File: src/rtl/sqtc_pkg.sv
package sqtc_pkg;

    localparam int SEQ_W = 16;
    localparam int PC_W  = 32;

    typedef enum logic [2:0] {
        ST_IDLE  = 3'd0,
        ST_RUN   = 3'd1,
        ST_ROBSQ = 3'd2,
        ST_TRAP  = 3'd3,
        ST_FTRAP = 3'd4
    } thr_state_e;

    typedef struct packed {
        logic             valid;
        logic             whole;
        logic             mispred;
        logic [SEQ_W-1:0] bound;
        logic [PC_W-1:0]  pc;
    } squash_ev_t;

    function automatic logic [SEQ_W-1:0] whole_bound(input logic vld,
                                                     input logic [SEQ_W-1:0] hseq);
        return vld ? (hseq - 1'b1) : '0;
    endfunction

    function automatic logic [SEQ_W-1:0] self_bound(input logic [SEQ_W-1:0] seq,
                                                    input logic incl);
        return incl ? (seq - 1'b1) : seq;
    endfunction

endpackage

File: src/rtl/sqtc_trap_timer.sv
module sqtc_trap_timer #(
    parameter int LAT_W = 8
) (
    input  logic             clk,
    input  logic             rst,
    input  logic             start,
    input  logic [LAT_W-1:0] latency,
    input  logic             run,
    output logic             expired
);
    logic [LAT_W-1:0] cnt;

    always_ff @(posedge clk) begin
        if (rst)
            cnt <= '0;
        else if (start)
            cnt <= latency;
        else if (run && cnt != '0)
            cnt <= cnt - 1'b1;
    end

    assign expired = run && (cnt == '0);

    // while waiting, the count falls by exactly one per cycle
    p_timer_steps_r9: assert property (@(posedge clk) disable iff (rst)
        (run && !start && cnt != '0) |=> (cnt == $past(cnt) - 1'b1));

endmodule

File: src/rtl/sqtc_thread.sv
module sqtc_thread
    import sqtc_pkg::*;
#(
    parameter int LAT_W = 8
) (
    input  logic             clk,
    input  logic             rst,
    input  logic [LAT_W-1:0] trap_latency,
    input  logic             trap_req,
    input  logic             trap_fetch,
    input  logic             ctx_req,
    input  logic             ex_vld,
    input  logic [SEQ_W-1:0] ex_seq,
    input  logic             ex_incl,
    input  logic             ex_mispred,
    input  logic [PC_W-1:0]  ex_pc,
    input  logic             ins_vld,
    input  logic [SEQ_W-1:0] ins_seq,
    input  logic             head_vld,
    input  logic [SEQ_W-1:0] head_seq,
    input  logic [PC_W-1:0]  commit_pc,
    input  logic             rob_done,
    output squash_ev_t       ev_o,
    output logic             rob_sq_o,
    output logic             busy_o
);
    thr_state_e       st, st_n, base;
    logic [SEQ_W-1:0] yng, yng_n;
    squash_ev_t       ev_n, ev_q;
    logic             in_trap, trap_fire, ex_ok, t_start;

    assign in_trap = (st == ST_TRAP) || (st == ST_FTRAP);

    sqtc_trap_timer #(.LAT_W(LAT_W)) u_timer (
        .clk     (clk),
        .rst     (rst),
        .start   (t_start),
        .latency (trap_latency),
        .run     (in_trap),
        .expired (trap_fire)
    );

    assign ex_ok = ex_vld && (st != ST_TRAP) && (ex_seq <= yng);

    always_comb begin
        base    = (st == ST_ROBSQ && rob_done) ? ST_RUN : st;
        st_n    = base;
        yng_n   = yng;
        ev_n    = '0;
        t_start = 1'b0;
        if (trap_fire || ctx_req) begin
            // trap expiry ranks first; a coincident context request merges into it
            ev_n.valid   = 1'b1;
            ev_n.whole   = 1'b1;
            ev_n.mispred = 1'b0;
            ev_n.bound   = whole_bound(head_vld, head_seq);
            ev_n.pc      = commit_pc;
            st_n         = ST_ROBSQ;
            yng_n        = '0;
        end else if (ex_ok) begin
            ev_n.valid   = 1'b1;
            ev_n.whole   = 1'b0;
            ev_n.mispred = ex_mispred;
            ev_n.bound   = self_bound(ex_seq, ex_incl);
            ev_n.pc      = ex_pc;
            st_n         = ST_ROBSQ;
            yng_n        = self_bound(ex_seq, ex_incl);
        end else begin
            if (trap_req && (base == ST_IDLE || base == ST_RUN)) begin
                st_n    = trap_fetch ? ST_FTRAP : ST_TRAP;
                t_start = 1'b1;
            end
            if (ins_vld && base != ST_ROBSQ) begin
                yng_n = ins_seq;
                if (st_n == ST_IDLE)
                    st_n = ST_RUN;
            end
        end
    end

    always_ff @(posedge clk) begin
        if (rst) begin
            st   <= ST_IDLE;
            yng  <= '0;
            ev_q <= '0;
        end else begin
            st   <= st_n;
            yng  <= yng_n;
            ev_q <= ev_n;
        end
    end

    assign ev_o     = ev_q;
    assign rob_sq_o = (st == ST_ROBSQ);
    assign busy_o   = rob_sq_o || in_trap;

    // every broadcast coincides with the squashing state
    p_pulse_in_squash_r3: assert property (@(posedge clk) disable iff (rst)
        ev_q.valid |-> (st == ST_ROBSQ));

    // youngest sequence follows the broadcast boundary (0 for whole-thread)
    p_youngest_follows_r5: assert property (@(posedge clk) disable iff (rst)
        ev_q.valid |-> (yng == (ev_q.whole ? '0 : ev_q.bound)));

    // a trap wait that neither expires nor is cancelled yields no broadcast
    p_trap_blocks_ex_r4: assert property (@(posedge clk) disable iff (rst)
        (st == ST_TRAP && !trap_fire && !ctx_req) |=> !ev_q.valid);

    // finished walk with nothing else pending returns the thread to running
    p_done_to_run_r6: assert property (@(posedge clk) disable iff (rst)
        (st == ST_ROBSQ && rob_done && !ctx_req && !ex_ok && !trap_req)
        |=> (st == ST_RUN));

endmodule

File: src/rtl/squash_trap_ctrl.sv
module squash_trap_ctrl
    import sqtc_pkg::*;
#(
    parameter int NTHR  = 2,
    parameter int LAT_W = 8
) (
    input  logic                  clk,
    input  logic                  rst,
    input  logic [LAT_W-1:0]      trap_latency,
    input  logic [NTHR-1:0]       trap_req,
    input  logic [NTHR-1:0]       trap_fetch,
    input  logic [NTHR-1:0]       ctx_squash_req,
    input  logic [NTHR-1:0]       ex_squash_vld,
    input  logic [NTHR*SEQ_W-1:0] ex_squash_seq,
    input  logic [NTHR-1:0]       ex_squash_incl,
    input  logic [NTHR-1:0]       ex_squash_mispred,
    input  logic [NTHR*PC_W-1:0]  ex_redirect_pc,
    input  logic [NTHR-1:0]       insert_vld,
    input  logic [NTHR*SEQ_W-1:0] insert_seq,
    input  logic [NTHR-1:0]       head_vld,
    input  logic [NTHR*SEQ_W-1:0] head_seq,
    input  logic [NTHR*PC_W-1:0]  commit_pc,
    input  logic [NTHR-1:0]       rob_done,
    output logic [NTHR-1:0]       sq_valid,
    output logic [NTHR*SEQ_W-1:0] sq_seq,
    output logic [NTHR*PC_W-1:0]  sq_pc,
    output logic [NTHR-1:0]       sq_mispred,
    output logic [NTHR-1:0]       rob_squashing,
    output logic                  stage_active
);
    logic [NTHR-1:0] busy;

    for (genvar t = 0; t < NTHR; t++) begin : g_thr
        squash_ev_t ev;

        sqtc_thread #(.LAT_W(LAT_W)) u_thr (
            .clk          (clk),
            .rst          (rst),
            .trap_latency (trap_latency),
            .trap_req     (trap_req[t]),
            .trap_fetch   (trap_fetch[t]),
            .ctx_req      (ctx_squash_req[t]),
            .ex_vld       (ex_squash_vld[t]),
            .ex_seq       (ex_squash_seq[t*SEQ_W +: SEQ_W]),
            .ex_incl      (ex_squash_incl[t]),
            .ex_mispred   (ex_squash_mispred[t]),
            .ex_pc        (ex_redirect_pc[t*PC_W +: PC_W]),
            .ins_vld      (insert_vld[t]),
            .ins_seq      (insert_seq[t*SEQ_W +: SEQ_W]),
            .head_vld     (head_vld[t]),
            .head_seq     (head_seq[t*SEQ_W +: SEQ_W]),
            .commit_pc    (commit_pc[t*PC_W +: PC_W]),
            .rob_done     (rob_done[t]),
            .ev_o         (ev),
            .rob_sq_o     (rob_squashing[t]),
            .busy_o       (busy[t])
        );

        assign sq_valid[t]                  = ev.valid;
        assign sq_mispred[t]                = ev.mispred;
        assign sq_seq[t*SEQ_W +: SEQ_W]     = ev.bound;
        assign sq_pc[t*PC_W +: PC_W]        = ev.pc;
    end

    assign stage_active = |busy;

    // any squashing lane keeps the stage active
    p_active_covers_r10: assert property (@(posedge clk) disable iff (rst)
        (|rob_squashing) |-> stage_active);

endmodule

File: config.mk
export PLATFORM = sky130hd
export DESIGN_NAME = squash_trap_ctrl
export DESIGN_NICKNAME = d
export VERILOG_FILES = /design/src/rtl/sqtc_pkg.sv /design/src/rtl/sqtc_trap_timer.sv /design/src/rtl/sqtc_thread.sv /design/src/rtl/squash_trap_ctrl.sv
export SDC_FILE = /design/constraint.sdc
export NUM_CORES = 1
export LEC_CHECK = 0
export ABC_CLOCK_PERIOD_IN_PS = 2270
export BUFFER_PORTS_ARGS = -buffer_cell sky130_fd_sc_hd__buf_2
export CORE_ASPECT_RATIO = 0.75
export CORE_MARGIN = 2
export CORE_UTILIZATION = 44
export CTS_CLUSTER_SIZE = 14
export DETAILED_ROUTE_END_ITERATION = 8
export HOLD_SLACK_MARGIN = 0.1
export PLACE_DENSITY = 0.78
export SYNTH_ARGS = -nofsm -noshare
export SYNTH_HDL_FRONTEND = slang
export SYNTH_SLANG_ARGS = --single-unit
File: constraint.sdc
create_clock -name clk -period 2.27 [get_ports clk]
set_input_delay 0.227 -clock clk [delete_from_list [all_inputs] [get_ports clk]]
set_output_delay 0.227 -clock clk [all_outputs]
set_load 0.05 [all_outputs]
==> flow_summary.ini, run 1 <==
[outcome]
outcome = finished, violations left
violations = setup timing

[timing]
setup_viol = 41
finalHoldViolCount = 0
finClkSkew_ps = 14.9
rsz0062_at_grt = true
worstMarginPinSlew_ps = 612
maxSlewViolCount = 0
fin_crit_ps = 2370
setup_ws_ps = -98.9
max_freq_mhz = 422
maxSlewHeadroom = 0.589
finalCritPeriodShare = 1.04
whs_ps = 116

[pwr]
netSwitchingFraction = 0.333
p_sw_mw = 2.72
comb_power_share = 0.309
vdd_drop_max_v = 0.000421
leakage_nw = 6.04
clockPowerShare = 0.328
power_density_nw_per_um2 = 596
seqPwrFrac = 0.363
p_int_mw = 5.45

[logic_synthesis]
yosysTopAreaCell = dfxtp_1
synth_top_area_share = 0.372
ys_ff_latch = 154
synthArstFlopShare = 0
synth_fa_ha_area_frac = 0.0573
synth.distinct_cells = 64
synth_top_family_by_area = simple AND/OR/NAND/NOR gates
synth_seq_area_share = 0.372
syn_avg_cell_area_sq_um = 8.41
synthTopCellsByArea = dfxtp_1 (37%), a21oi_1 (6.0%), ha_1 (5.7%)
synth_ff_type = dfxtp_1
synthCells = 986
synthMuxAreaShare = 0.0444
syn_nets = 1276
synth_compound_area_frac = 0.168
yosys_warnings = 0
synthSimpleGateAreaFrac = 0.228
synth_xor_area_frac = 0.0729
syn_area_sq_um = 8290
synth_edf_count = 0

[place]
dp_hpwl_mm = 20.4
dpl.cell_count = 1602
gp_congestion = 0.963
placed_cell_area_sq_um = 10900
portBuffers = 354

[routing]
postRouteWirelength_mm = 34.9
post-route-drc-count = 0
drt_iter0_markers = 962
ant_nets = 0
drt-pass1-iter-count = 5
route.vias.total = 10234
vias_per_cell = 5.69
wl_per_cell_um = 19.4

[worst_setup_path]
cp.arrival_ps = 2690
path_class = flop to flop
rr_startpoint = g_thr[0].u_thr.yng[13]
r2r_cells = 12
cp.required_ps = 2590
regToRegSetupSlack_ps = -100
worstReg2RegEnd = g_thr[0].u_thr.ev_o[15]
worstSetupEndpointType = flop
worstPathMaxFanout = 8
worst_setup_path_start_kind = flop

[clock_tree]
cts-root-buf = clkbuf_16
htreeDepth = 4
cts_tree = done
cts.sinks = 154
clockBufferDepth = 2
path_clk_slew_ps = 70
cts_inserted_buffers = 17
clkLatencyLatePin_ps = 420

[hold_path]
hold_depth = 3
worstHoldPathType = input pin to flop
hp-start = ex_redirect_pc[44]
min_to = g_thr[1].u_thr.ev_o[12]

[floorplan]
ios = 355
placement_rows = 43
die_h_um = 123
fp.dieW_um = 163
dieArea_sq_um = 20000
initial_core_util = 0.449
core_area_sq_um = 18500

[finish]
stdcell_area_sq_um = 13700
final_cell_mix = buf_2 (353), dfxtp_1 (138), dlygate4sd3_1 (134)
fillers = 1174
finalNonFillerCells = 1798
finish.utilization = 0.743
area_delta_synth_final_pct = 65.4
layout-drive-gt1-share = 0.415
nets = 1820
layout_commonest_cell = buf_2

[grt]
grt_usage = 0.303
overflow = 0
grt_pass1_vias = 9547
grt_pass1_wl_mm = 47.6
grt_max_degree = 48
antenna_found_initial = 6

[run]
maxCapViolations = 0
## state kept, by name, indices dropped and copies added (netlist names)
signal	flops
g_thr.u_thr.st	6
g_thr.u_thr.u_timer.cnt	16
g_thr.u_thr.yng	32
g_thr.u_thr.ev_o	100
## metrics by stage
step	total power [mW]	setup slack [ps]	TNS [ps]
finish	8.17	-98.9	-1020
detailed placement	4.97	-362	-4430
global route	8.49	-201	-8800
floorplan	4.23	4.43	0
CTS	7.85	10.2	0
global placement	4.93	-190	-3460
## area by class of cell
type                            instances  area (sq um)  area share
Inverter                               45           169      0.0123
Clock inverter                         11          97.6     0.00711
Timing Repair Buffer                  585          4170       0.304
Tap cell                              247           309      0.0225
Antenna cell                            8          20.0     0.00146
Clock buffer                           21           440      0.0321
Multi-Input combinational cell        727          5410       0.395
Sequential cell                       154          3100       0.226
## cell usage after synthesis, types with 3 or more instances
master    count
a211oi_1     18
nand2_1     118
buf_4        12
dfxtp_1     154
nor2_1       35
xor2_1       23
nand2b_1      5
buf_2        19
nor4b_1       6
nand4_1       8
a21o_1        5
nand3_1      44
o22ai_1      28
or4_4         3
o211ai_1     38
o31ai_1       4
mux2i_1      21
or4_1         9
mux2_2       14
ha_1         38
and3_1       19
o21ai_0      14
or3_1        10
buf_1         3
xnor2_1      46
nor3b_1       3
a21oi_1     100
a31oi_1       6
nor3_1       59
nor4_1        8
nand3b_1      6
inv_1        45
clkbuf_1     26
## worst max-delay path by stage
stage / endpoint / startpoint / cells after the start / slack (ps)
after CTS: g_thr[0].u_thr.u_timer.cnt[7] / g_thr[0].u_thr.yng[7] / 11 / 10
after global routing: g_thr[0].u_thr.ev_o[15] / g_thr[0].u_thr.yng[14] / 12 / -200
after floorplan: g_thr[1].u_thr.ev_o[25] / g_thr[1].u_thr.yng[14] / 9 / 4
after global placement: g_thr[1].u_thr.u_timer.cnt[7] / ex_squash_seq[26] / 8 / -190
final: g_thr[0].u_thr.ev_o[15] / g_thr[0].u_thr.yng[13] / 12 / -100
after detailed placement: g_thr[1].u_thr.u_timer.cnt[0] / ex_squash_seq[26] / 8 / -360
## metal layers
metal	wire length (um)	share of wire	global-route usage
met3	3570	0.10	0.0812
met5	0	0	0
met4	1510	0.043	0.148
met1	13700	0.39	0.372
met2	16100	0.46	0.499
## repair_timing
item	CTS	global route
pin swaps	5	67
endpoints found under the setup margin	104	150
gates cloned	1	8
hold buffers	134	0
buffers inserted	6	8
resized for setup	19	132
hold endpoints to repair	73	0
## worst max-delay path: stages (launching register included)
cell	delay [ps]
dfxtp_2	340
inv_2	40
ha_4	260
nand4_1	140
buf_4	180
nor4_4	140
buf_4	150
nand4_1	160
o31ai_4	140
buf_8	230
clkbuf_16	170
nand3_1	70
a21oi_1	240
## power by group through the flow
stage               Combinational [mW]  Clock (mW)  Sequential [mW]
floorplan                        0.882           0             3.35
global placement                  1.92           0             3.01
detailed placement                1.95           0             3.01
CTS                               2.18        2.72             2.95
global route                      2.67        2.83             2.98
finish                            2.52        2.68             2.97
## cells by family after synthesis
logic type / count (synthesis)
AND/OR/NAND/NOR: 357
flip-flops: 154
multiplexers: 35
adder cells (fa/ha/maj): 38
AO/OA/AOI/OAI: 227
XOR/XNOR: 69
buffers and inverters: 106
(Power assumes the default switching activity.)
==> run 2: changes to the inputs <==
Settings changed: CORE_MARGIN 2 to unset.
==> run 2 against run 1 <==
The flow still finishes with violations (setup timing). Die area is 2.8% lower. First-iteration DRC count down 8.8%. Via count up 2.0%. Register-to-register slack worse by 230 ps. Non-clock buffer count is 8 higher. Count of clock-buffer cells in the layout is 1 lower. Setup slack worse by 230 ps. Critical path depth is 2 lower. Final cell count grew 0.33%. Critical path type unchanged.
==> flow_summary.ini, run 2 (synthesis gave the netlist of run 1 again) <==
[outcome]
outcome = finished, violations left
violations = setup timing

[routing]
post-route-drc-count = 0
drt-pass1-iter-count = 8
drt_iter0_markers = 877
ant_nets = 0
route.vias.total = 10439
postRouteWirelength_mm = 36.9
vias_per_cell = 5.79
wl_per_cell_um = 20.5

[timing]
maxSlewHeadroom = 0.512
max_freq_mhz = 385
fin_crit_ps = 2600
setup_viol = 135
maxSlewViolCount = 0
finalCritPeriodShare = 1.14
setup-tns-final_ps = -13030
finalHoldViolCount = 0
finClkSkew_ps = 15.5
worstMarginPinSlew_ps = 727
whs_ps = 103
rsz0062_at_grt = true
setup_ws_ps = -328

[worst_setup_path]
crit_chain = inv_1 -> ha_1 -> nand4_1 -> buf_4 -> a2111oi_4 -> nor4_4 -> buf_6 -> clkbuf_16 -> o211ai_1 -> a21oi_1
cp_top_family = compound AO/OA/AOI/OAI gates
path_class = flop to flop
worstSetupEndpointType = flop
worstPathMaxFanout = 5
cp_num_buf_inv = 4
worst_setup_path_start_kind = flop
slowest_delay_ps = 430
cp.arrival_ps = 2880
cp.required_ps = 2550
slowest_stage = a2111oi_4

[hold_path]
worstHoldPathType = input pin to flop

[pwr]
clockPowerShare = 0.364
leakage_nw = 6.16
power_density_nw_per_um2 = 623
vdd_drop_max_v = 0.000433
p_int_mw = 5.95
p_total_mw = 8.80
seqPwrFrac = 0.338
comb_power_share = 0.299
netSwitchingFraction = 0.324
p_sw_mw = 2.85

[clock_tree]
cts.sinks = 154
clkLatencyLatePin_ps = 430
cts-root-buf = clkbuf_16
cts_inserted_buffers = 17
cts_tree = done
htreeDepth = 4
path_clk_slew_ps = 70
clockBufferDepth = 2

[floorplan]
core_area_sq_um = 18500
initial_core_util = 0.449
fp.dieW_um = 161
die_h_um = 121
ios = 355
dieArea_sq_um = 19400
placement_rows = 43

[grt]
antenna_found_initial = 6
grt_pass1_vias = 9803
grt_max_degree = 35
grt_usage = 0.315
grt_pass1_wl_mm = 48.5
overflow = 0

[finish]
largest_reg_flops = 100
stdcell_area_sq_um = 14100
fillers = 1118
area_delta_synth_final_pct = 70.4
layout-drive-gt1-share = 0.433
nets = 1828
layout_commonest_cell = buf_2
final_cell_mix = buf_2 (355), dfxtp_1 (139), dlygate4sd3_1 (132)

[place]
place_ws_ps = -227
gp_congestion = 0.936
portBuffers = 354
placed_cell_area_sq_um = 10800
dp_hpwl_mm = 20.5

[run]
maxCapViolations = 0
==> run 2: per-stage QoR <==
stage               std cells  utilization
detailed placement       1603        0.586
global route             1803        0.766
global placement         1603        0.586
floorplan                 986            -
finish                   1804        0.766
CTS                      1774        0.706
==> run 2: per-layer routing <==
metal	part of all wire	wire length, um	global-route usage
met2	0.46	17100	0.528
met3	0.10	3760	0.0759
met4	0.052	1920	0.149
met5	0	0	0
met1	0.38	14200	0.380
==> run 2: timing repair <==
| action | in CTS | in global routing |
|---|---|---|
| pin swaps | 18 | 86 |
| endpoints found under the hold margin | 72 | 1 |
| gates cloned | 1 | 18 |
| buffers inserted | 8 | 9 |
| resized for setup | 36 | 152 |
| endpoints found under the setup margin | 152 | 152 |
| hold buffers | 131 | 1 |
==> run 2: final timing paths <==
check	slack [ps]	to	depth (start not counted)	start
setup / recovery	-330	g_thr[1].u_thr.ev_o[20]	10	g_thr[1].u_thr.yng[5]
setup reg to reg	-330	g_thr[1].u_thr.ev_o[20]	10	g_thr[1].u_thr.yng[5]
hold reg to reg	570	g_thr[0].u_thr.u_timer.cnt[7]	2	g_thr[0].u_thr.u_timer.cnt[7]
hold / removal	100	g_thr[1].u_thr.ev_o[36]	3	head_seq[20]
==> run 2: worst register-to-register path, stage by stage (launching register included) <==
cell and delay [ps]:
dfxtp_1 340, inv_1 60, ha_1 310, nand4_1 210
buf_4 220, a2111oi_4 430, nor4_4 110, buf_6 180
clkbuf_16 160, o211ai_1 290, a21oi_1 150
==> run 2: layout make-up <==
class	instances	area, sq um	share of cell area
Clock inverter	12	214	0.0151
Tap cell	247	309	0.0219
Multi-Input combinational cell	727	5600	0.397
Inverter	45	169	0.0120
Clock buffer	20	437	0.0309
Timing Repair Buffer	593	4280	0.303
Sequential cell	154	3100	0.220
Antenna cell	6	15.0	0.00106
==> run 2: power groups by stage <==
stage | sequential, mW | clock, mW | combinational [mW]
after floorplan | 3.35 | 0 | 0.882
after global placement | 3.01 | 0 | 1.92
after detailed placement | 3.01 | 0 | 1.96
after CTS | 2.96 | 3.21 | 2.21
after global routing | 2.98 | 3.37 | 2.76
final | 2.97 | 3.20 | 2.63
==> run 3: changes to the inputs <==
Settings changed: CORE_UTILIZATION 44 to 45, CTS_BUF_LIST set to sky130_fd_sc_hd__clkbuf_8, PLACE_DENSITY 0.78 to 0.79, SKIP_CTS_REPAIR_TIMING set to 1.
==> run 3 against run 2 <==
The flow still finishes with violations (setup timing). Via count fell by 1.3%. Non-clock buffer count is 3 higher. Count of clock-buffer cells in the layout did not move. Combinational power hardly changed. Global-route usage fell by 4.2 points. Total power is 12% lower. Flip-flop and latch count stayed put. Setup slack gained 160 ps. Clock skew shrank 2.1 ps. Core utilization rose by 1.6 points. Final area shrank 1.4%. Final cell count decreased by 0.39%. Highest routed layer unchanged.
==> flow_summary.ini, run 3 (synthesis gave the netlist of run 1 again) <==
[outcome]
outcome = finished, violations left
violations = setup timing

[timing]
fin_crit_ps = 2440
maxSlewHeadroom = 0.593
worstMarginPinSlew_ps = 607
setup_viol = 78
finClkSkew_ps = 13.4
setup_ws_ps = -170
setup-tns-final_ps = -5440
max_freq_mhz = 410
rsz0062_at_grt = true
finalCritPeriodShare = 1.07
finalHoldViolCount = 0
maxSlewViolCount = 0

[pwr]
p_sw_mw = 2.68
seqPwrFrac = 0.382
power_density_nw_per_um2 = 556
vdd_drop_max_v = 0.000411
leakage_nw = 6.06
clockPowerShare = 0.282
p_int_mw = 5.07
netSwitchingFraction = 0.346
comb_power_share = 0.336

[clock_tree]
cts-root-buf = clkbuf_8
cts_tree = done
cts_inserted_buffers = 17
clockBufferDepth = 2
path_clk_slew_ps = 90
cts.sinks = 154
clkLatencyLatePin_ps = 450
htreeDepth = 4

[routing]
drt_iter0_markers = 870
post-route-drc-count = 0
met3WireLength_mm = 3.39
ant_nets = 0
wl_per_cell_um = 19.3
top_layer = met4
postRouteWirelength_mm = 34.6
drt-pass1-iter-count = 6
met2_wirelength_mm = 16.1
route.vias.total = 10302
vias_per_cell = 5.73
wl_met1_mm = 13.5

[grt]
grt_pass1_wl_mm = 41.1
grt_pass1_vias = 8289
grt_usage = 0.272
grt_max_degree = 40
antenna_found_initial = 2
overflow = 0

[finish]
nets = 1830
layout_commonest_cell = buf_2
layout-drive-gt1-share = 0.443
area_delta_synth_final_pct = 68.0
stdcell_area_sq_um = 13900
finalNonFillerCells = 1797
final_cell_mix = buf_2 (355), dlygate4sd3_1 (144), dfxtp_1 (137)
finish.utilization = 0.782
largest_reg_flops = 100

[floorplan]
fp.dieW_um = 159
die_h_um = 120
placement_rows = 42
ios = 355
core_area_sq_um = 17800
initial_core_util = 0.466
dieArea_sq_um = 19000

[worst_setup_path]
worstSetupEndpointType = flop
cp.required_ps = 2570
worst_setup_path_start_kind = flop
path_class = flop to flop
worstPathMaxFanout = 11
cp.arrival_ps = 2740

[place]
placed_cell_area_sq_um = 10800
portBuffers = 354
dpl.cell_count = 1597
gp_congestion = 0.917
place_ws_ps = -233
dp_hpwl_mm = 20.7

[run]
maxCapViolations = 0

[hold_path]
worstHoldPathType = input pin to flop
## run 3: changes by cell type in the layout (fill, tap and decap cells not counted), moves of 5 or more
| cell | change |
|---|---|
| nor3_2 | +18 |
| a21oi_2 | -6 |
| nand2_2 | +7 |
| clkbuf_8 | +20 |
| buf_4 | -11 |
| nand3_1 | +5 |
| nand2_1 | -7 |
| clkbuf_16 | -20 |
| nor3_1 | -18 |
| nand3_4 | -10 |
| nand3_2 | +5 |
| dlygate4sd3_1 | +12 |
## run 3: path summary, 6_finish.rpt
| check | from | endpoint | slack, ps | cells after the start |
|---|---|---|---|---|
| min reg2reg | g_thr[0].u_thr.u_timer.cnt[7] | g_thr[0].u_thr.u_timer.cnt[7] | 550 | 2 |
| min | trap_latency[7] | g_thr[0].u_thr.u_timer.cnt[7] | 100 | 3 |
| max reg2reg | g_thr[1].u_thr.yng[10] | g_thr[1].u_thr.ev_o[23] | -170 | 11 |
| max | g_thr[1].u_thr.yng[10] | g_thr[1].u_thr.ev_o[23] | -170 | 11 |
## run 3: power by group through the flow
| stage | clock network [mW] | logic, mW | registers, mW |
|---|---|---|---|
| final | 2.18 | 2.60 | 2.96 |
| after global routing | 2.35 | 2.75 | 2.98 |
| after CTS | 2.21 | 1.98 | 2.95 |
| after detailed placement | 0 | 1.97 | 3.01 |
| after global placement | 0 | 1.93 | 3.01 |
| after floorplan | 0 | 0.882 | 3.35 |
## run 3: per-stage QoR
step | hold slack, ps | power [mW]
detailed placement | 467 | 4.98
global placement | 450 | 4.94
finish | 97.1 | 7.75
CTS | -26.3 | 7.14
global route | 104 | 8.08
floorplan | 341 | 4.23
## run 3: per-layer routing
layer / vias to the layer above / global-route usage
met5: - / 0
met4: 0 / 0.112
met3: 149 / 0.0608
met2: 729 / 0.443
met1: 4765 / 0.350
li1: 4659 / -
## run 3: worst max-delay path, cell delays in order, from the launching register on
cell and delay, ps:
dfxtp_2 330, inv_1 60, ha_4 260, nand4_1 210
a2111oi_2 410, buf_4 200, nor4_4 30, buf_4 170
buf_12 150, buf_12 140, o211ai_1 200, a21oi_1 120
## run 3: final cells by class
| cell class | count | area, sq um |
|---|---|---|
| antenna | 2 | 5.00 |
| sequential | 154 | 3100 |
| inverter | 45 | 169 |
| multi-input combinational | 726 | 5610 |
| tap | 242 | 303 |
| timing repair buffer | 596 | 4330 |
| clock inverter | 12 | 139 |
| fill | 1086 | 3890 |
| clock buffer | 20 | 275 |
